$ cat config.mk
export PLATFORM = sky130hd
export DESIGN_NAME = common_scan_reg
export DESIGN_NICKNAME = d
export VERILOG_FILES = /design/src/rtl/scan_pkg.sv /design/src/rtl/scan_ctrl.sv /design/src/rtl/scan_path.sv /design/src/rtl/common_scan_reg.sv
export SDC_FILE = /design/constraint.sdc
export NUM_CORES = 1
export LEC_CHECK = 0
export CORE_AREA = 2 2 123 125
export DETAILED_ROUTE_END_ITERATION = 12
export DIE_AREA = 0 0 125 127
export PLACE_DENSITY = 0.84
export SETUP_SLACK_MARGIN = 0.5
export SYNTH_ARGS = -nofsm -noshare
export SYNTH_HDL_FRONTEND = slang
export SYNTH_SLANG_ARGS = --single-unit
$ cat constraint.sdc
create_clock -name clk -period 2.5 [get_ports clk]
set_clock_uncertainty 0.15 [all_clocks]
set_input_delay 0.5 -clock clk [delete_from_list [all_inputs] [get_ports clk]]
set_output_delay 0.5 -clock clk [all_outputs]
set_load 0.005 [all_outputs]
$ cat src/rtl/scan_pkg.sv
package scan_pkg;
  typedef struct packed {
    logic shiftEn;  // one-cycle advance strobe
    logic fwd;      // toward higher stage numbers
    logic dual;     // split into two half chains
  } scanCtl_t;
endpackage

$ cat src/rtl/scan_ctrl.sv
module scan_ctrl
  import scan_pkg::*;
(
  input  logic     clk,
  input  logic     rstN,
  input  logic     latchPulse,
  input  logic     dirSel,
  input  logic     dualSel,
  output scanCtl_t ctl
);
  logic lpPrev;

  always_ff @(posedge clk) begin
    if (!rstN) lpPrev <= 1'b0;
    else       lpPrev <= latchPulse;
  end

  always_comb begin
    ctl.shiftEn = lpPrev & ~latchPulse;
    ctl.fwd     = dirSel;
    ctl.dual    = dualSel;
  end

  // a strobe only follows a high-to-low transition of the pulse
  p_strobe_on_fall_r2: assert property (@(posedge clk) disable iff (!rstN)
    ctl.shiftEn |-> ($past(latchPulse) && !latchPulse));
endmodule

$ cat src/rtl/scan_path.sv
module scan_path
  import scan_pkg::*;
#(
  parameter int STAGES = 160
) (
  input  logic              clk,
  input  logic              rstN,
  input  scanCtl_t          ctl,
  input  logic              headAIn,
  input  logic              headBIn,
  input  logic              secondIn,
  output logic [STAGES-1:0] scanBits
);
  localparam int HALF = STAGES / 2;

  logic [STAGES-1:0] scanQ, fromLow, fromHigh, scanNext;

  for (genvar i = 0; i < STAGES; i++) begin : g_stage
    if (i == 0) begin : g_lowHead
      assign fromLow[i] = headAIn;
    end else if (i == HALF) begin : g_lowSplit
      assign fromLow[i] = ctl.dual ? secondIn : scanQ[i-1];
    end else begin : g_lowMid
      assign fromLow[i] = scanQ[i-1];
    end

    if (i == STAGES - 1) begin : g_highHead
      assign fromHigh[i] = headBIn;
    end else if (i == HALF - 1) begin : g_highSplit
      assign fromHigh[i] = ctl.dual ? secondIn : scanQ[i+1];
    end else begin : g_highMid
      assign fromHigh[i] = scanQ[i+1];
    end
  end

  assign scanNext = ctl.fwd ? fromLow : fromHigh;

  always_ff @(posedge clk) begin
    if (!rstN)            scanQ <= '0;
    else if (ctl.shiftEn) scanQ <= scanNext;
  end

  assign scanBits = scanQ;

  initial begin
    a_even_stages: assert (STAGES % 2 == 0 && STAGES >= 4);
  end

  p_hold_r2: assert property (@(posedge clk) disable iff (!rstN)
    !ctl.shiftEn |=> $stable(scanQ));
  p_fwd_head_r3: assert property (@(posedge clk) disable iff (!rstN)
    (ctl.shiftEn && ctl.fwd) |=> scanQ[0] == $past(headAIn));
  p_fwd_move_r3: assert property (@(posedge clk) disable iff (!rstN)
    (ctl.shiftEn && ctl.fwd) |=> scanQ[HALF-1:1] == $past(scanQ[HALF-2:0]));
  p_rev_head_r4: assert property (@(posedge clk) disable iff (!rstN)
    (ctl.shiftEn && !ctl.fwd) |=> scanQ[STAGES-1] == $past(headBIn));
  p_rev_move_r4: assert property (@(posedge clk) disable iff (!rstN)
    (ctl.shiftEn && !ctl.fwd) |=> scanQ[STAGES-2:HALF] == $past(scanQ[STAGES-1:HALF+1]));
  p_fwd_split_r5: assert property (@(posedge clk) disable iff (!rstN)
    (ctl.shiftEn && ctl.fwd && ctl.dual) |=> scanQ[HALF] == $past(secondIn));
  p_rev_split_r6: assert property (@(posedge clk) disable iff (!rstN)
    (ctl.shiftEn && !ctl.fwd && ctl.dual) |=> scanQ[HALF-1] == $past(secondIn));
endmodule

$ cat src/rtl/common_scan_reg.sv
module common_scan_reg
  import scan_pkg::*;
#(
  parameter int STAGES = 160
) (
  input  logic              clk,
  input  logic              rstN,
  input  logic              latchPulse,
  input  logic              dirSel,
  input  logic              dualSel,
  input  logic              edgeAIn,
  output logic              edgeAOut,
  output logic              edgeAOe,
  input  logic              edgeBIn,
  output logic              edgeBOut,
  output logic              edgeBOe,
  input  logic              secondIn,
  output logic [STAGES-1:0] scanBits
);
  scanCtl_t ctl;

  scan_ctrl u_ctrl (
    .clk(clk), .rstN(rstN), .latchPulse(latchPulse),
    .dirSel(dirSel), .dualSel(dualSel), .ctl(ctl)
  );

  scan_path #(.STAGES(STAGES)) u_path (
    .clk(clk), .rstN(rstN), .ctl(ctl),
    .headAIn(edgeAIn), .headBIn(edgeBIn), .secondIn(secondIn),
    .scanBits(scanBits)
  );

  assign edgeAOe  = ~ctl.fwd;
  assign edgeBOe  = ctl.fwd;
  assign edgeAOut = edgeAOe & scanBits[0];
  assign edgeBOut = edgeBOe & scanBits[STAGES-1];

  p_pin_roles_r7: assert property (@(posedge clk) disable iff (!rstN)
    $countones({edgeAOe, edgeBOe}) == 1);
  p_tail_out_r7: assert property (@(posedge clk) disable iff (!rstN)
    dirSel |-> (edgeBOut == scanBits[STAGES-1] && !edgeAOut));
endmodule

# Yosys cells after proc, flatten, opt, wreduce, memory -nomap -nowiden
# Cells that the tools add are included.
# totals
reg_bits	161
ramBits	0
n_memories	0
wordCells	10
out_inout_bits	164
latch_bits	0
mem_bits_ro	0
# op_classes
order_cmp	0
shifts	0
mux	3
div	0
reduce_logical	0
n_bitwise	5
eq_ne	0
multipliers	0
n_addsub	0
# ops
op	count
2-to-1 mux 160 bit	1
AND 1 bit	3
2-to-1 mux 1 bit	2
NOT 1 bit	2

# Logic depth before layout (Yosys ltp)
# Gate-level depths: netlist of the first run.
# logic_depth
depth_word	2
ltp_mapped	6
depth_no_buf	3

# Cells and area by module
# From an unflattened synthesis of the first run, not the netlist that was laid out.
# hier_totals
hier_cells	724
hier_area_um2	6919.1
# modules_own_cells
module	seq_area_each_um2	area_each_um2	n_inst	cells_per_inst
scan_path	3203.1	6851.6	1	716
scan_ctrl	20.0	51.3	1	5
common_scan_reg	0.0	16.3	1	3

# Least setup slack after synthesis of the first run
# Ideal clock, no wire load.
# synth_path
path_type	input-to-output
from	input port dirSel
to	output port edgeBOut
n_path_buf	2
arrival_time_ns	0.929
path_stages	3
setup_slack_ns	0.921
path_cell_list	buf_6 buf_4 and2_1
# synth_between
elab_chain_cells	1
# synth_lines
item	line_no	source
start: declaration	common_scan_reg.sv:9	input logic dirSel,
AND 1 bit	common_scan_reg.sv:36	assign edgeBOut = edgeBOe & scanBits[STAGES-1];
end: declaration	common_scan_reg.sv:15	output logic edgeBOut,
# Every way passes these cells.

# Worst setup path after layout of the first run
# layout_path
from	register u_path.scanQ[127] (netlist: u_path.scanBits[127])
to	output port scanBits[127]
# layout_rtl
item	line_no	source
start: declaration	scan_path.sv:16	logic [STAGES-1:0] scanQ, fromLow, fromHigh, scanNext;
start signal: assignment	scan_path.sv:40	else if (ctl.shiftEn) scanQ <= scanNext;
end: declaration	common_scan_reg.sv:18	output logic [STAGES-1:0] scanBits
# No word-level cell between the ends.

==> flow_summary.json, run 1 <==
{
  "status": "complete, no violations",
  "synth.area.mux_share": 0.2047,
  "simple_gate_area_share_of_the_yosys_netlist": 0.08324,
  "crit_type": "flip-flop to output port",
  "yosysWarnings": 0,
  "timing_max_transition_violations_final": 0,
  "synth_compound_gate_area_share": 0.2058,
  "via_count_of_the_first_global_routing_pass": 5583,
  "tightest_slew_ns": 0.6021,
  "post-route-drc-count": 0,
  "required_ns": 1.85,
  "die-width_um": 125,
  "max-cap-violations": 0,
  "postRouteAntennaNets": 0,
  "worst_hold_startpoint": "rstN",
  "timing.final.hold_violations": 0,
  "ios": 172,
  "first_pass_iters": 5,
  "crit_path_top_delay_cell": "clkdlybuf4s50_1",
  "cts_hold_buf": 0,
  "cp_num_buf_inv": 1,
  "rsz0062_at_grt": "false",
  "routability_driven_placement_congestion_ratio": 0.7413,
  "worstSkewPairLatency_ns": 0.42,
  "detail_routed_via_count_per_cell": 5.683,
  "yosysSeqAreaShare": 0.4116,
  "setup_failing_eps_final": 0,
  "path_max_fanout": 4,
  "area_share_of_xor_xnor_cells_in_the_synthesized_design": 0,
  "first_iter_violations": 392,
  "synth.most_common_cell": "dfxtp_1",
  "synthToLayoutAreaGrowth_pct": 28.18,
  "netlist_area_before_placement_um2": 7831,
  "antenna_diode_count": 0,
  "dieArea_um2": 15880,
  "max_freq_mhz": 510.7,
  "coreArea_um2": 14420,
  "avgSynthCellArea_um2": 10.82,
  "power.ir.vdd_worst_uv": 379.5,
  "timing.hold.worst.class": "primary input to flip-flop",
  "crit_arrival_ns": 1.31,
  "setup_tns_ns": 0,
  "proportion_of_layout_cells_with_a_drive_suffix_above_1": 0.2085,
  "grt_pass1_wl_mm": 27.81,
  "cts_tree": "yes",
  "reg_to_reg_critical_path_startpoint": "u_ctrl.lpPrev",
  "initial_util": 0.5429,
  "power_leakage_nw": 5.798,
  "final_period_minus_worst_setup_slack_ns": 1.958,
  "chipHeight_um": 127,
  "crit_path_end_kind": "output port",
  "fraction_of_the_cycle_the_final_worst_path_needs": 0.7832,
  "nNetsFinal": 863,
  "launching_element_of_the_worst_setup_path": "u_path.scanBits[127]",
  "antenna_found_initial": 0,
  "timing.critical_path.max_delay_family": "buffers and inverters",
  "synthDominantAreaCellType": "dfxtp_1",
  "use_met1": 0.2547,
  "worstPathCellList": "clkdlybuf4s50_1",
  "maximum_number_of_pins_on_one_net_before_global_route_repair": 103,
  "portBuffers": 171,
  "cts_buffer_depth": 2,
  "netlist.area_leader.share": 0.4116,
  "critical_path.startpoint_type": "flip-flop",
  "synth_cell_type_count": 21,
  "met2_usage": 0.3581,
  "dominantRegCellSynth": "dfxtp_1",
  "root_buffer": "clkbuf_16",
  "gr-usage-all-layers": 0.2095,
  "postSynthCellCount": 724,
  "post_synth_adder_cell_area": 0,
  "timing.critical_path.slowest_cell_delay_ns": 0.52,
  "gr-total-overflow": 0,
  "clock_sinks": 161,
  "place_ws_ns": 0.3211,
  "place_hpwl_mm": 11.15,
  "postSynthNetCount": 732,
  "synth_top_family_by_area": "compound AO/OA/AOI/OAI gates",
  "synth_enable_flop_cells": 0,
  "globalRoute.busiestLayer": "met2",
  "final_critical_path_setup_slack_ns": 0.5419,
  "detail_route.wl_per_cell_um": 16.66,
  "power.density_nw_per_um2": 632.3,
  "cts_bufs_inserted": 17,
  "vias": 5978,
  "placement_rows": 44,
  "fraction_of_registers_with_async_set_or_reset_after_synthesis": 0,
  "synth.area.top_cells": "dfxtp_1, mux2i_1, o211a_1",
  "cts-htree-levels": 4,
  "synth.cells.most_frequent": "dfxtp_1, mux2i_1, nand2_1, o211a_1",
  "routed_wl_mm": 17.53,
  "gr_met3_demand_resource": 0.05402,
  "flops_latches_synth": 161,
  "maxSlewHeadroom": 0.5986,
  "path_clk_slew_ns": 0.06
}
## layer usage
metal | up-vias | routed length (µm) | share of wire
met5 | - | 0 | 0
met1 | 2940 | 7439 | 0.42
met2 | 122 | 9004 | 0.51
li1 | 2889 | - | -
met3 | 27 | 753 | 0.043
met4 | 0 | 328 | 0.019
## cell usage in the layout, fill, tap and decap left out, types with 2 or more instances in the layout
cell type and instances:
mux2i_1 159, nand2_1 159, o211a_1 158, clkdlybuf4s50_1 142, dfxtp_2 132, dfxtp_1 29
dlygate4sd2_1 24, clkbuf_16 17, buf_12 10, buf_4 5, bufinv_16 4, clkinvlp_4 4
and2_1 3, clkinv_4 3, dlymetal6s2s_1 3, nand2b_1 2, clkinv_2 2, clkbuf_8 2
## sequential cells by signal, summed over array words and instances (netlist names)
name and flops:
u_path.scanBits 160, u_ctrl.lpPrev 1
## kinds of logic after synthesis
logic type	count (synthesis)
buf+inv	74
flops	161
simple gates	167
mux	160
compound gates	162
## metrics by stage
step	instance area (µm²)	cells	util	power, mW	hold WS, ns
floorplan	7831	724	-	3.364	0.3207
global placement	9266	1020	0.6424	3.629	0.3603
detailed placement	9266	1020	0.6424	3.667	0.3714
CTS	9936	1052	0.6888	6.395	0.2567
global route	10040	1052	0.6960	6.600	0.2663
finish	10040	1052	0.6960	6.347	0.2771
## path summary, 6_finish.rpt
kind | cells after the start | to | slack [ns]
setup reg to reg | 5 | u_path.scanBits[1] | 0.96
setup / recovery | 1 | scanBits[127] | 0.54
hold reg to reg | 2 | u_path.scanBits[79] | 0.34
hold / removal | 2 | u_path.scanBits[0] | 0.28
## layout make-up
class                   instances  area, µm²
clock buffers                  19      442.9
clock inverters                13      186.4
fillers                      1057       4385
inverters                       1      3.754
multi-input cells             489       3866
flip-flops and latches        161       3388
well taps                     184      230.2
repair buffers                185       1921
## repair_timing
action | CTS | global route
resized for setup | 80 | 79
setup buffers | 0 | 0
endpoints found under the setup margin | 78 | 79
## where the power goes
group / switching (mW) / internal (mW)
Combinational: 0.328 / 0.439
Clock: 1.02 / 1.70
Sequential: 0.142 / 2.72
Total: 1.49 / 4.85
Note: power is estimated with default switching activity, not from simulation.
==> inputs of run 2 (changes only) <==
CORE_AREA = 2 2 134 136   (was 2 2 123 125)
DIE_AREA = 0 0 136 138   (was 0 0 125 127)
PLACE_DENSITY = 0.76   (was 0.84)
clock period = 1.6 ns   (was 2.5 ns; I/O delays follow)
==> run 2 against run 1 <==
  * Via count grew 18%
  * Sequential share of layout area fell by 6.2 points
  * Largest cell class unchanged
  * Setup slack worse by 0.44 ns
  * Critical path depth grew 1
  * Power increased by 63%
  * Sequential power is 53% higher
  * Utilization is 1.5 points higher
  * Final cell count is 26% higher
  * First-iteration DRC count is 1.8% lower
  * Routed wire length grew 32%
  * Clock power up 49%
==> flow_summary.json, run 2 (synthesis gave the netlist of run 1 again) <==
{
  "critical_path.startpoint_type": "flip-flop",
  "placed_cells_incl_taps": 1085,
  "antenna_found_initial": 0,
  "chipHeight_um": 138,
  "coreArea_um2": 17530,
  "worstPathCellList": "nor2b_1 -> buf_2",
  "nNetsFinal": 1088,
  "detail_route.wl_per_cell_um": 17.53,
  "initial_util": 0.4466,
  "cts_bufs_inserted": 17,
  "timing.critical_path.max_delay_family": "flip-flops",
  "timing.hold.worst.class": "primary input to flip-flop",
  "synthToLayoutAreaGrowth_pct": 59.11,
  "mostFrequentLayoutCells": "buf_4, mux2i_1, o211a_1",
  "routability_driven_placement_congestion_ratio": 0.7324,
  "gr-usage-all-layers": 0.2047,
  "postRouteAntennaNets": 0,
  "final_std_cells_w_o_fill": 1322,
  "tightest_slew_ns": 0.3249,
  "layout.cells.most_common": "buf_4",
  "ios": 172,
  "first_iter_violations": 385,
  "n_fill_cell": 1217,
  "gr-total-overflow": 0,
  "proportion_of_layout_cells_with_a_drive_suffix_above_1": 0.6322,
  "timing.critical_path.slowest_cell_delay_ns": 0.35,
  "root_buffer": "clkbuf_16",
  "dpl_cell_area_um2": 9590,
  "postLayoutCellArea_um2": 12460,
  "dieArea_um2": 18770,
  "placement_rows": 49,
  "cts_buffer_depth": 2,
  "largest_register_ffs": 160,
  "path_max_fanout": 3,
  "rsz0062_at_grt": "true",
  "required_ns": 1.13,
  "crit_arrival_ns": 1.02,
  "post-route-drc-count": 0,
  "r2r_setup_slack_ns": 0.12,
  "vias": 7048,
  "maximum_number_of_pins_on_one_net_before_global_route_repair": 61,
  "antenna_diode_count": 0,
  "setup_failing_eps_final": 0,
  "power.ir.vdd_worst_uv": 739.2,
  "grt_pass1_wl_mm": 31.70,
  "path_clk_slew_ns": 0.07,
  "max_freq_mhz": 669.0,
  "worstSkewPairLatency_ns": 0.43,
  "first_pass_iters": 7,
  "place_hpwl_mm": 10.87,
  "clock_sinks": 161,
  "die-width_um": 136,
  "setup_tns_ns": 0,
  "fraction_of_the_cycle_the_final_worst_path_needs": 0.9342,
  "cts_tree": "yes",
  "via_count_of_the_first_global_routing_pass": 6260,
  "status": "complete, no violations",
  "timing_max_transition_violations_final": 0,
  "cts-htree-levels": 4,
  "crit_path_top_delay_cell": "dfxtp_2",
  "final_period_minus_worst_setup_slack_ns": 1.495,
  "maxSlewHeadroom": 0.7772,
  "crit_path_end_kind": "output port",
  "cp_num_buf_inv": 1,
  "portBuffers": 171,
  "detail_routed_via_count_per_cell": 5.331,
  "crit_type": "flip-flop to output port",
  "power.density_nw_per_um2": 828.3,
  "power_leakage_nw": 7.510,
  "routed_wl_mm": 23.18,
  "timing.final.hold_violations": 0,
  "max-cap-violations": 0
}
run 2: changes by cell type in the layout (fill, tap and decap cells not counted), moves of 6 or more:
cell             change
buf_8                +6
nand2_4             +30
buf_4              +177
clkdlybuf4s50_1    -138
nand2_1             -90
buf_16               +7
nand2_2             +60
dlygate4sd2_1       -24
dfxtp_1             -29
buf_2               +95
dfxtp_2             +24
clkbuf_16           +22
buf_6               +78
run 2: where the power goes:
part / internal, mW / switching, mW
clock: 2.25 / 1.80
sequential: 4.24 / 0.142
combinational: 1.07 / 0.821
total: 7.56 / 2.76
run 2: through the flow:
stage | util | hold slack, ns | worst slack (ns) | total power [mW]
4_1_cts | 0.6245 | 0.2262 | 0.1176 | 9.969
3_3_place_gp | 0.5470 | 0.3283 | -0.2076 | 5.769
2_1_floorplan | - | 0.2916 | 0.2863 | 5.267
3_5_place_dp | 0.5470 | 0.3361 | -0.2555 | 5.788
5_1_grt | 0.7106 | 0.1771 | 0.06297 | 10.68
6_report | 0.7106 | 0.1611 | 0.1053 | 10.32
run 2: final timing paths:
path	start	to	cells after the start
max	u_path.scanBits[0]	edgeAOut	2
min	latchPulse	u_ctrl.lpPrev	3
max reg2reg	u_ctrl.lpPrev	u_path.scanBits[49]	6
min reg2reg	u_path.scanBits[157]	u_path.scanBits[157]	1
run 2: layer usage:
layer / wire length (µm) / GRT usage
met4: 287 / 0.05757
met2: 11550 / 0.3332
met1: 10150 / 0.2731
met5: 0 / 0
met3: 1191 / 0.04474
run 2: worst reg2reg max path: cells and delay by family, from the launching register on:
kind | cells | cell delay [ns]
compound gates | 1 | 0.13
buf+inv | 3 | 0.55
flops | 1 | 0.33
simple gates | 2 | 0.21
run 2: what timing repair did:
item                       in CTS  in global routing
pin swaps                       0                 15
resized for setup             848                186
hold buffers                    0                  0
setup endpoints to repair     324                324
gates cloned                    0                 31
buffers inserted              156                 18
run 2: area by class of cell:
cell class | count | area, µm² | share of cell area
multi-input cells | 489 | 4248 | 0.3409
repair buffers | 410 | 3906 | 0.3135
flip-flops and latches | 161 | 3437 | 0.2758
clock buffers | 19 | 452.9 | 0.03635
well taps | 229 | 286.5 | 0.02299
clock inverters | 13 | 126.4 | 0.01014
inverters | 1 | 3.754 | 0.0003012
==> inputs of run 3 (changes only) <==
CORE_AREA = 2 2 127 129   (was 2 2 134 136)
DIE_AREA = 0 0 129 131   (was 0 0 136 138)
SYNTH_HIERARCHICAL = 1   (was unset)
==> run 3 against run 2 <==
  * Synthesized cell count stayed put
  * Utilization is 12 points higher
  * Routed wire length is 26% higher
  * Highest routed layer unchanged
  * Critical endpoint is now u_path/scanBits[17]
==> flow_summary.json, run 3 <==
{
  "synthToLayoutAreaGrowth_pct": 88.10,
  "maximum_number_of_pins_on_one_net_before_global_route_repair": 76,
  "simple_gate_area_share_of_the_yosys_netlist": 0.01031,
  "crit_path_end_kind": "flip-flop",
  "ios": 172,
  "vias": 7743,
  "first_iter_violations": 615,
  "placed_cells_incl_taps": 1073,
  "clock_sinks": 161,
  "detail_route.wl_per_cell_um": 22.06,
  "timing_max_transition_violations_final": 0,
  "postSynthNetCount": 732,
  "power.density_nw_per_um2": 839.2,
  "yosysWarnings": 6,
  "cts_buffer_depth": 2,
  "worstSkewPairLatency_ns": 0.43,
  "cts_tree": "yes",
  "n_fill_cell": 785,
  "antenna_diode_count": 0,
  "placement_rows": 46,
  "path_clk_slew_ns": 0.06,
  "cts-htree-levels": 4,
  "cts_bufs_inserted": 17,
  "coreArea_um2": 15600,
  "gr-usage-all-layers": 0.2353,
  "rsz0062_at_grt": "true",
  "routed_wl_mm": 29.29,
  "flops_latches_synth": 161,
  "max_freq_mhz": 655.2,
  "power_leakage_nw": 5.768,
  "synthDominantAreaCellType": "dfxtp_1",
  "required_ns": 1.75,
  "post_synth_adder_cell_area": 0,
  "fraction_of_the_cycle_the_final_worst_path_needs": 0.9539,
  "post-route-drc-count": 0,
  "root_buffer": "clkbuf_16",
  "cts_hold_buf": 0,
  "place_hpwl_mm": 10.48,
  "final_std_cells_w_o_fill": 1328,
  "max-cap-violations": 0,
  "synth_cell_type_count": 18,
  "die-width_um": 129,
  "yosysSeqAreaShare": 0.4658,
  "fraction_of_registers_with_async_set_or_reset_after_synthesis": 0,
  "postRouteAntennaNets": 0,
  "routability_driven_placement_congestion_ratio": 0.7295,
  "synth.area.mux_share": 0.2315,
  "top_layer": "met4",
  "met3_wirelength_mm": 1.692,
  "synth_enable_flop_cells": 0,
  "final_period_minus_worst_setup_slack_ns": 1.526,
  "proportion_of_layout_cells_with_a_drive_suffix_above_1": 0.7248,
  "via_count_of_the_first_global_routing_pass": 6241,
  "path_max_fanout": 7,
  "first_pass_iters": 7,
  "met2_wirelength_mm": 14.64,
  "initial_util": 0.4436,
  "netlist.area_leader.share": 0.4658,
  "netlist_area_before_placement_um2": 6919,
  "tightest_slew_ns": 0.5352,
  "avgSynthCellArea_um2": 9.557,
  "largest_register_ffs": 160,
  "dominantRegCellSynth": "dfxtp_1",
  "synth.area.top_cells": "dfxtp_1, mux2i_1, a21oi_1",
  "area_share_of_xor_xnor_cells_in_the_synthesized_design": 0,
  "chipHeight_um": 131,
  "synth_top_family_by_area": "multiplexers",
  "maxSlewHeadroom": 0.6432,
  "timing.hold.worst.class": "primary input to flip-flop",
  "status": "complete, no violations",
  "portBuffers": 171,
  "power.ir.vdd_worst_uv": 721.8,
  "detail_routed_via_count_per_cell": 5.831,
  "postSynthCellCount": 724,
  "setup_failing_eps_final": 0,
  "gr-total-overflow": 0,
  "nNetsFinal": 1109,
  "antenna_found_initial": 0,
  "critical_path.startpoint_type": "flip-flop",
  "synth.most_common_cell": "dfxtp_1",
  "dieArea_um2": 16900,
  "synth.cells.most_frequent": "dfxtp_1, mux2i_1, a21oi_1, o21ai_0, clkbuf_1",
  "crit_type": "flip-flop to flip-flop",
  "mostFrequentLayoutCells": "buf_4, mux2i_1, dfxtp_2",
  "timing.final.hold_violations": 0,
  "crit_arrival_ns": 1.67,
  "synth_compound_gate_area_share": 0.2307,
  "layout.cells.most_common": "buf_4",
  "m1WireLength_mm": 12.02,
  "finalCoreUtilization": 0.8344,
  "grt_pass1_wl_mm": 32.05
}
## run 3: kinds of logic after synthesis
| group | count (synthesis) |
|---|---|
| simple gates | 10 |
| mux | 160 |
| flops | 161 |
| compound gates | 318 |
| buf+inv | 75 |
## run 3: cell type report
class                   count  area, µm²  share of cell area
clock buffers              25      505.5             0.03884
clock inverters             5      100.1            0.007691
inverters                   1      3.754           0.0002884
multi-input cells         488       4227              0.3247
flip-flops and latches    161       3440              0.2643
well taps                 216      270.3             0.02077
repair buffers            432       4469              0.3434
## run 3: worst max-delay path, cell delays in order (launching register included)
cell     delay [ns]
dfxtp_2        0.31
and2b_4        0.19
buf_12         0.14
buf_12         0.12
buf_16         0.14
buf_12         0.14
o21ai_2        0.13
a21oi_1        0.07
## run 3: worst paths after layout
path                       start  slack (ns)             endpoint  cells past startpoint
min                         rstN        0.04  u_path/scanBits[33]                      3
min reg2reg  u_path/scanBits[32]        0.39  u_path/scanBits[32]                      2
max reg2reg        u_ctrl/lpPrev        0.07  u_path/scanBits[17]                      7
max                u_ctrl/lpPrev        0.07  u_path/scanBits[17]                      7
## run 3: metal layers
metal | up-vias | track usage
li1 | 3428 | -
met1 | 3840 | 0.3083
met2 | 400 | 0.3900
met3 | 75 | 0.05049
met4 | 0 | 0.07545
met5 | - | 0
## run 3: per-stage QoR
step                power [mW]  TNS (ns)  area, µm²  setup slack, ns  hold WS, ns
finish                   10.92         0      13020          0.07369      0.04254
global route             11.22         0      13020          0.05304      0.04223
CTS                      10.09         0      10600          0.08219      0.04593
detailed placement       5.707    -32.85       9024          -0.2763       0.3759
global placement         5.687    -29.86       9024          -0.2457       0.3709
floorplan                5.130         0       7083           0.2332       0.3062
## run 3: timing repair
action,4_1_cts,5_1_grt
buffers inserted,148,38
gates resized for setup,862,382
endpoints found under the hold margin,0,0
cloned,8,31
pin swaps,3,62
endpoints found under the setup margin,324,322
## run 3: power by group
part | switching (mW) | internal, mW
sequential | 0.161 | 4.24
clock | 1.66 | 2.65
combinational | 1.05 | 1.17
